### src/rtl/sfd_pkg.sv
package sfd_pkg;
  // Minimum of one bit for any counter or index.
  function automatic int unsigned bits_for(input int unsigned n);
    return (n < 2) ? 1 : $clog2(n);
  endfunction

  // Length of a run of high cycles on the AND signal, saturating.
  typedef enum logic [1:0] {
    RUN_NONE  = 2'd0,
    RUN_ONE   = 2'd1,
    RUN_TWO   = 2'd2,
    RUN_LONG  = 2'd3
  } run_len_e;
endpackage

### src/rtl/sfd_front.sv
module sfd_front
  import sfd_pkg::*;
#(
  parameter int unsigned STRETCH = 5
) (
  input  logic clk,
  input  logic rst,
  input  logic evt_i,
  output logic stretch_o
);
  localparam int unsigned CW = bits_for(STRETCH + 1);

  logic [2:0]    sync_q;
  logic          rise;
  logic [CW-1:0] cnt_q;

  always_ff @(posedge clk) begin
    if (rst) sync_q <= '0;
    else     sync_q <= {sync_q[1:0], evt_i};
  end

  assign rise = sync_q[1] & ~sync_q[2];

  // Retriggerable: every new edge reloads a full shift period.
  always_ff @(posedge clk) begin
    if (rst)               cnt_q <= '0;
    else if (rise)         cnt_q <= CW'(STRETCH);
    else if (cnt_q != '0)  cnt_q <= cnt_q - 1'b1;
  end

  assign stretch_o = (cnt_q != '0);


  stretch_src_chk: assert property (@(posedge clk) disable iff (rst)
    $rose(stretch_o) |-> $past(rise));


  stretch_load_chk: assert property (@(posedge clk) disable iff (rst)
    rise |=> stretch_o);
endmodule

### src/rtl/sfd_track.sv
module sfd_track #(
  parameter int unsigned DEPTH = 40
) (
  input  logic clk,
  input  logic rst,
  input  logic shift_en,
  input  logic din,
  output logic dout
);
  logic [DEPTH-1:0] sr_q;

  generate
    if (DEPTH == 1) begin : g_single
      always_ff @(posedge clk) begin
        if (rst)           sr_q <= '0;
        else if (shift_en) sr_q <= din;
      end
    end else begin : g_chain
      always_ff @(posedge clk) begin
        if (rst)           sr_q <= '0;
        else if (shift_en) sr_q <= {sr_q[DEPTH-2:0], din};
      end
    end
  endgenerate

  assign dout = sr_q[DEPTH-1];


  track_hold_chk: assert property (@(posedge clk) disable iff (rst)
    !$stable(dout) |-> $past(shift_en));
endmodule

### src/rtl/sfd_outnet.sv
module sfd_outnet
  import sfd_pkg::*;
(
  input  logic clk,
  input  logic rst,
  input  logic and_i,
  output logic pulse_o
);
  run_len_e run_q;

  always_ff @(posedge clk) begin
    if (rst) run_q <= RUN_NONE;
    else if (!and_i) run_q <= RUN_NONE;
    else begin
      unique case (run_q)
        RUN_NONE: run_q <= RUN_ONE;
        RUN_ONE:  run_q <= RUN_TWO;
        default:  run_q <= RUN_LONG;
      endcase
    end
  end

  // Pulse on the first cycle of a run, and on the last cycle of a run
  // of three or more (two merged events).
  always_ff @(posedge clk) begin
    if (rst) pulse_o <= 1'b0;
    else     pulse_o <= (run_q == RUN_ONE) | ((run_q == RUN_LONG) & ~and_i);
  end


  pulse_width_chk: assert property (@(posedge clk) disable iff (rst)
    pulse_o |=> !pulse_o);
endmodule

### src/rtl/stagger_fine_delay.sv
module stagger_fine_delay
  import sfd_pkg::*;
#(
  parameter int unsigned NUM_TRACKS = 5,
  parameter int unsigned TRACK_BITS = 40
) (
  input  logic clk,
  input  logic rst,
  input  logic evt_i,
  output logic pulse_o
);
  localparam int unsigned PW = bits_for(NUM_TRACKS);

  logic [PW-1:0]         phase_q;
  logic                  stretched;
  logic [NUM_TRACKS-1:0] taps;
  logic                  and_sig;

  always_ff @(posedge clk) begin
    if (rst)                               phase_q <= '0;
    else if (phase_q == PW'(NUM_TRACKS-1)) phase_q <= '0;
    else                                   phase_q <= phase_q + 1'b1;
  end

  sfd_front #(.STRETCH(NUM_TRACKS)) u_front (
    .clk       (clk),
    .rst       (rst),
    .evt_i     (evt_i),
    .stretch_o (stretched)
  );

  for (genvar i = 0; i < NUM_TRACKS; i++) begin : g_trk
    logic sh;
    assign sh = (phase_q == PW'(i));
    sfd_track #(.DEPTH(TRACK_BITS)) u_track (
      .clk      (clk),
      .rst      (rst),
      .shift_en (sh),
      .din      (stretched),
      .dout     (taps[i])
    );
  end

  assign and_sig = &taps;

  sfd_outnet u_out (
    .clk     (clk),
    .rst     (rst),
    .and_i   (and_sig),
    .pulse_o (pulse_o)
  );


  pulse_src_chk: assert property (@(posedge clk) disable iff (rst)
    pulse_o |-> $past(and_sig, 2));
endmodule

### config.mk
export PLATFORM = sky130hd
export DESIGN_NAME = stagger_fine_delay
export DESIGN_NICKNAME = d
export VERILOG_FILES = /design/src/rtl/sfd_pkg.sv /design/src/rtl/sfd_front.sv /design/src/rtl/sfd_track.sv /design/src/rtl/sfd_outnet.sv /design/src/rtl/stagger_fine_delay.sv
export SDC_FILE = /design/constraint.sdc
export NUM_CORES = 1
export LEC_CHECK = 0
export BUFFER_PORTS_ARGS = -buffer_cell sky130_fd_sc_hd__buf_2
export CORE_ASPECT_RATIO = 0.5
export CORE_MARGIN = 4
export CORE_UTILIZATION = 30
export DETAILED_ROUTE_END_ITERATION = 8
export GPL_TIMING_DRIVEN = 0
export PLACE_DENSITY = 0.42
export SLEW_MARGIN = 20
export SYNTH_ARGS = -nofsm -noshare
export SYNTH_HDL_FRONTEND = slang
export SYNTH_HIERARCHICAL = 1
export SYNTH_SLANG_ARGS = --single-unit
### constraint.sdc
create_clock -name clk -period 3 [get_ports clk]
set_clock_uncertainty 0.2 [all_clocks]
set_input_delay 0 -clock clk [delete_from_list [all_inputs] [get_ports clk]]
set_output_delay 0 -clock clk [all_outputs]
set_load 0.02 [all_outputs]
-- Word-level counts from Yosys, hierarchy flattened
Cells that the tools add are included.
- $add $sub $neg: 2
- eq/ne operators: 6
- muxes and demuxes: 3
- bitwise operators: 5
- reduce and logical (&&, ||, !) cells: 8
- operators with widths (kind ; number):
    $eq 3x2->1 const B ; 2
    $mux 3 ; 2
    $reduce_or 2->1 ; 3
    $reduce_and 5->1 ; 1
    $pmux 2 s2 ; 1
    $add 3x1->3 const B ; 1
    $eq 3x1->1 const B ; 1
    $eq 3x3->1 const B ; 1
    $logic_not 3->1 ; 1
    $reduce_bool 3->1 ; 1
    $sub 3x1->3 const B ; 1
    $and 1x1->1 ; 2
    $eq 2x1->1 const B ; 1
    $eq 2x2->1 const B ; 1
    $logic_not 2->1 ; 1
    $not 1->1 ; 2
    $reduce_bool 2->1 ; 1
    $or 1x1->1 ; 1
- flip-flop bits (word level): 212
- input bits: 3

-- Depth between registers and ports, before layout
- depth in word-level cells: 4
- mapped depth: 7
- mapped depth without buffers: 6

-- Modules after synthesis
The synthesis kept the hierarchy.
- modules (own cells, without submodules) (module ; instances ; cells an instance ; area an instance (um^2)):
    sfd_track ; 5 ; 129 ; 1457.6
    sfd_front ; 1 ; 25 ; 251.5
    stagger_fine_delay ; 1 ; 23 ; 202.7
    sfd_outnet ; 1 ; 9 ; 103.8

-- Least setup slack after synthesis
Ideal clock, no wire load.
- path kind: register -> register
- start point: reg phase_q[0]
- end point: reg g_trk[0].u_track.sr_q[0]
- library setup time: 0.128 ns
- arrival: 1.254 ns
- path slack: 1.419 ns
- stages on the path, launching flop included: 8
- path buffers: 2
- period minus slack after synthesis: 1.581 ns
- cells stage by stage: dfxtp_1 > inv_1 > ha_1 > and2b_2 > buf_6 > buf_12 > mux2i_1 > nor2_1
- word-level cells in the longest chain between the ends: 1
- ends and longest elaborated chain (item ; line ; source):
    start: declaration ; stagger_fine_delay.sv:14 ; logic [PW-1:0] phase_q;
    start signal: assignment ; stagger_fine_delay.sv:22 ; else phase_q <= phase_q + 1'b1;
    $logic_not 3->1 ; stagger_fine_delay.sv:34 ; assign sh = (phase_q == PW'(i));
    named net g_trk[0].sh ; stagger_fine_delay.sv:33 ; logic sh;
    end signal: assignment ; sfd_track.sv:21 ; else if (shift_en) sr_q <= {sr_q[DEPTH-2:0], din};
    end: declaration ; sfd_track.sv:10 ; logic [DEPTH-1:0] sr_q;
The timed path passes the listed nets, and every way through them passes these cells.
A chain may end at the register's enable or synchronous reset.

-- Worst setup path in the final report
- start point: reg phase_q[0]
- end point: reg g_trk[4].u_track.sr_q[8]
- word-level cells in the longest chain between the ends: 1
- ends and longest elaborated chain (item ; line):
    $eq 3x3->1 ; stagger_fine_delay.sv:34
    named net g_trk[4].sh ; stagger_fine_delay.sv:33
    end signal: assignment ; sfd_track.sv:21
    end: declaration ; sfd_track.sv:10
The timed path passes the listed nets, and every way through them passes these cells.

==> impl_metrics.ini <==
[clock_network]
clk_pin_slew_ns = 0.06
clk_latency_ns = 0.48
post_cts_buffers = 0
cts-root-buf = clkbuf_16
post_cts_resize_count = 0
cts_buffers = 21
cts_tree = built
cts_max_level = 1
numClockSinks = 212
clockBufferDepth = 3

[run_status]
status = completed

[final_layout]
postLayoutCellArea_mm2 = 0.00897
area_growth_pct = 14.3
drive_gt1_frac = 0.0874
fin_nets = 742
final_core_util = 0.353
fin_cells = 1088
antenna_cells = 0

[sta]
timing.final.ws_setup_ns = 1.29
setup_viol = 0
timing.slew.headroom = 0.498
slew_viol_final = 0
hold_viol_final = 0
fin_crit_ns = 1.71
rsz0062_at_grt = no
fin_crit_sh = 0.570
hold_slack_ns = 0.240
finalSetupTns_ns = 0
fmax_mhz = 585
worst_pin_slew_ns = 0.753

[floorplanning]
dieArea_mm2 = 0.0290
start_util = 0.308
rows = 41
fp.dieH_um = 122
coreArea_mm2 = 0.0254
io_pins = 4
fp.dieW_um = 237

[place]
io_buffers = 3
placedCellCount = 1049
gp_congestion = 0.634
placed_area_mm2 = 0.00829
place.detailed.hpwl_um = 6990
place_ws_ns = 1.29

[detailed_routing]
wl_met1_um = 6040
route.met3.wl_um = 359
avgViaCountPerCell = 4.09
drt-initial-drc-count = 218
route.met2.wl_um = 4700
postRouteAntennaNets = 0
routed_wl_um = 11400
highest_layer = met4
wl_per_cell_um = 10.5
routed-via-count = 4447
drc_errors = 0
firstDrtPassIters = 4

[power_and_ir_drop]
p_seq_frac = 0.483
ir_worst_vdd_v = 0.000428
cell_internal_pwr_mw = 4.60
totalPowerFinal_mw = 5.95
pwr-share-comb = 0.104
p_clk_frac = 0.413
leakage_nw = 3.35
switchingPower_mw = 1.34
power.density_mw_per_mm2 = 663
sw_frac_of_total = 0.226

[worst_hold_path]
hold-path-endpoint = u_out/run_q[0]$_SDFF_PP0_
worst_hold_path_type = reg2reg
holdPathStages = 1
hold_start = u_out/run_q[0]$_SDFF_PP0_

[critical_path]
crit_arrival_ns = 1.87
r2r_cells = 7
worstSetupPathType = reg2reg
r2r_setup_slack_ns = 1.29
start_kind = flip-flop
rr_endpoint = g_trk[4].u_track/sr_q[8]$_SDFFE_PP0P_
end_kind = flip-flop
timing.rr.start = phase_q[0]$_SDFF_PP0_
crit_fanout = 10
crit_required_ns = 3.16

[synth]
netlist_instances = 702
synthMostInstantiatedCell = dfxtp_1
seq_area_frac_synth = 0.541
syn_area_mm2 = 0.00785
synth_top_cell_by_area = dfxtp_1
yosys-top-cells-count = dfxtp_1, nor2_1, mux2i_1
synth_nets = 713
synthArstFlopShare = 0
synthTopCellsByArea = dfxtp_1, mux2i_1, nor2_1, buf_12, ha_1
synth_edf_count = 0
synth_cell_types = 20
avgSynthCellArea_um2 = 11.2
yosysTopAreaCellShare = 0.541
synth_seq_cells = 212
yosysWarnings = 6
synthFlopType = dfxtp_1

[grt]
grt_first_pass_wirelength_um = 20200
antenna_found_initial = 0
gr-total-overflow = 0
grt_start_max_net_pins = 30
grtUsageTotal = 0.0812
grt_pass1_vias = 4389

[run]
max_cap_viol_count = 0
-- per-layer routing --
metal  up-vias  global-route usage
li1       2367                   -
met3        23              0.0213
met4         0              0.0284
met5         -                   0
met1      2031               0.109
met2        26               0.128
-- worst max-delay path, cell delays in order (launching register included) --
cell and delay, ns:
dfxtp_1 0.38, inv_1 0.08, ha_1 0.22, and2_2 0.20, buf_6 0.14, buf_12 0.15
mux2i_1 0.16, nor2_1 0.05
-- cell usage in the layout (no fill, tap or decap), drive strengths merged, types with 3 or more instances in the layout --
cell / count
buf: 28
mux2i: 201
dlygate4sd3: 3
nand2b: 3
a21oi: 4
inv: 12
nor2b: 3
ha: 8
dfxtp: 212
and2b: 3
clkbuf: 52
nor2: 204
clkinv: 3
-- cell type report --
| type | instances | area [um2] |
|---|---|---|
| fillers | 2608 | 16500 |
| multi-input cells | 433 | 3030 |
| repair buffers | 6 | 45.0 |
| clock buffers | 32 | 627 |
| plain buffers | 45 | 532 |
| clock inverters | 4 | 22.5 |
| inverters | 12 | 45.0 |
| flip-flops and latches | 212 | 4240 |
| well taps | 344 | 430 |
-- timing repair --
action                                 4_1_cts  5_1_grt
setup endpoints to repair                    0        0
endpoints found under the hold margin        5        0
hold buffers                                 3        0
-- sequential cells by signal, indices dropped and copies added, names as in the netlist --
register	count
g_trk.u_track/sr_q	200
phase_q	3
u_front/cnt_q	3
u_front/sync_q	3
u_out/pulse_o	1
u_out/run_q	2
-- power by group through the flow --
| stage | clock network (mW) | registers (mW) | logic (mW) |
|---|---|---|---|
| 6_report | 2.46 | 2.87 | 0.619 |
| 5_1_grt | 2.70 | 2.88 | 0.680 |
| 4_1_cts | 2.60 | 2.87 | 0.635 |
| 3_5_place_dp | 0 | 2.93 | 0.629 |
| 3_3_place_gp | 0 | 2.93 | 0.629 |
| 2_1_floorplan | 0 | 2.93 | 0.536 |
-- worst max-delay path by stage --
stage,start,to,slack (ns),cells past startpoint
final,phase_q[0]$_SDFF_PP0_,g_trk[4].u_track/sr_q[8]$_SDFFE_PP0P_,1.29,7
after global routing,phase_q[0]$_SDFF_PP0_,g_trk[4].u_track/sr_q[34]$_SDFFE_PP0P_,1.15,7
after CTS,phase_q[0]$_SDFF_PP0_,g_trk[0].u_track/sr_q[7]$_SDFFE_PP0P_,1.28,7
after detailed placement,phase_q[0]$_SDFF_PP0_,g_trk[4].u_track/sr_q[20]$_SDFFE_PP0P_,1.29,7
after global placement,phase_q[0]$_SDFF_PP0_,g_trk[4].u_track/sr_q[17]$_SDFFE_PP0P_,1.30,7
after floorplan,phase_q[0]$_SDFF_PP0_,g_trk[0].u_track/sr_q[0]$_SDFFE_PP0P_,1.42,7
-- cell families (layout without fill, tap and decap cells) --
kind of cell               count (synthesis)  after routing  share of synthesized area
and+or+nand+nor                          216            216                      0.109
DFF                                      212            212                      0.541
muxes                                    201            201                      0.256
buffers and inverters                     57             99                     0.0735
adders and majority gates                  8              8                     0.0128
AOI/OAI and AO/OA                          7              7                    0.00654
xor gates and xnor gates                   1              1                    0.00112
(Power assumes the default switching activity.)
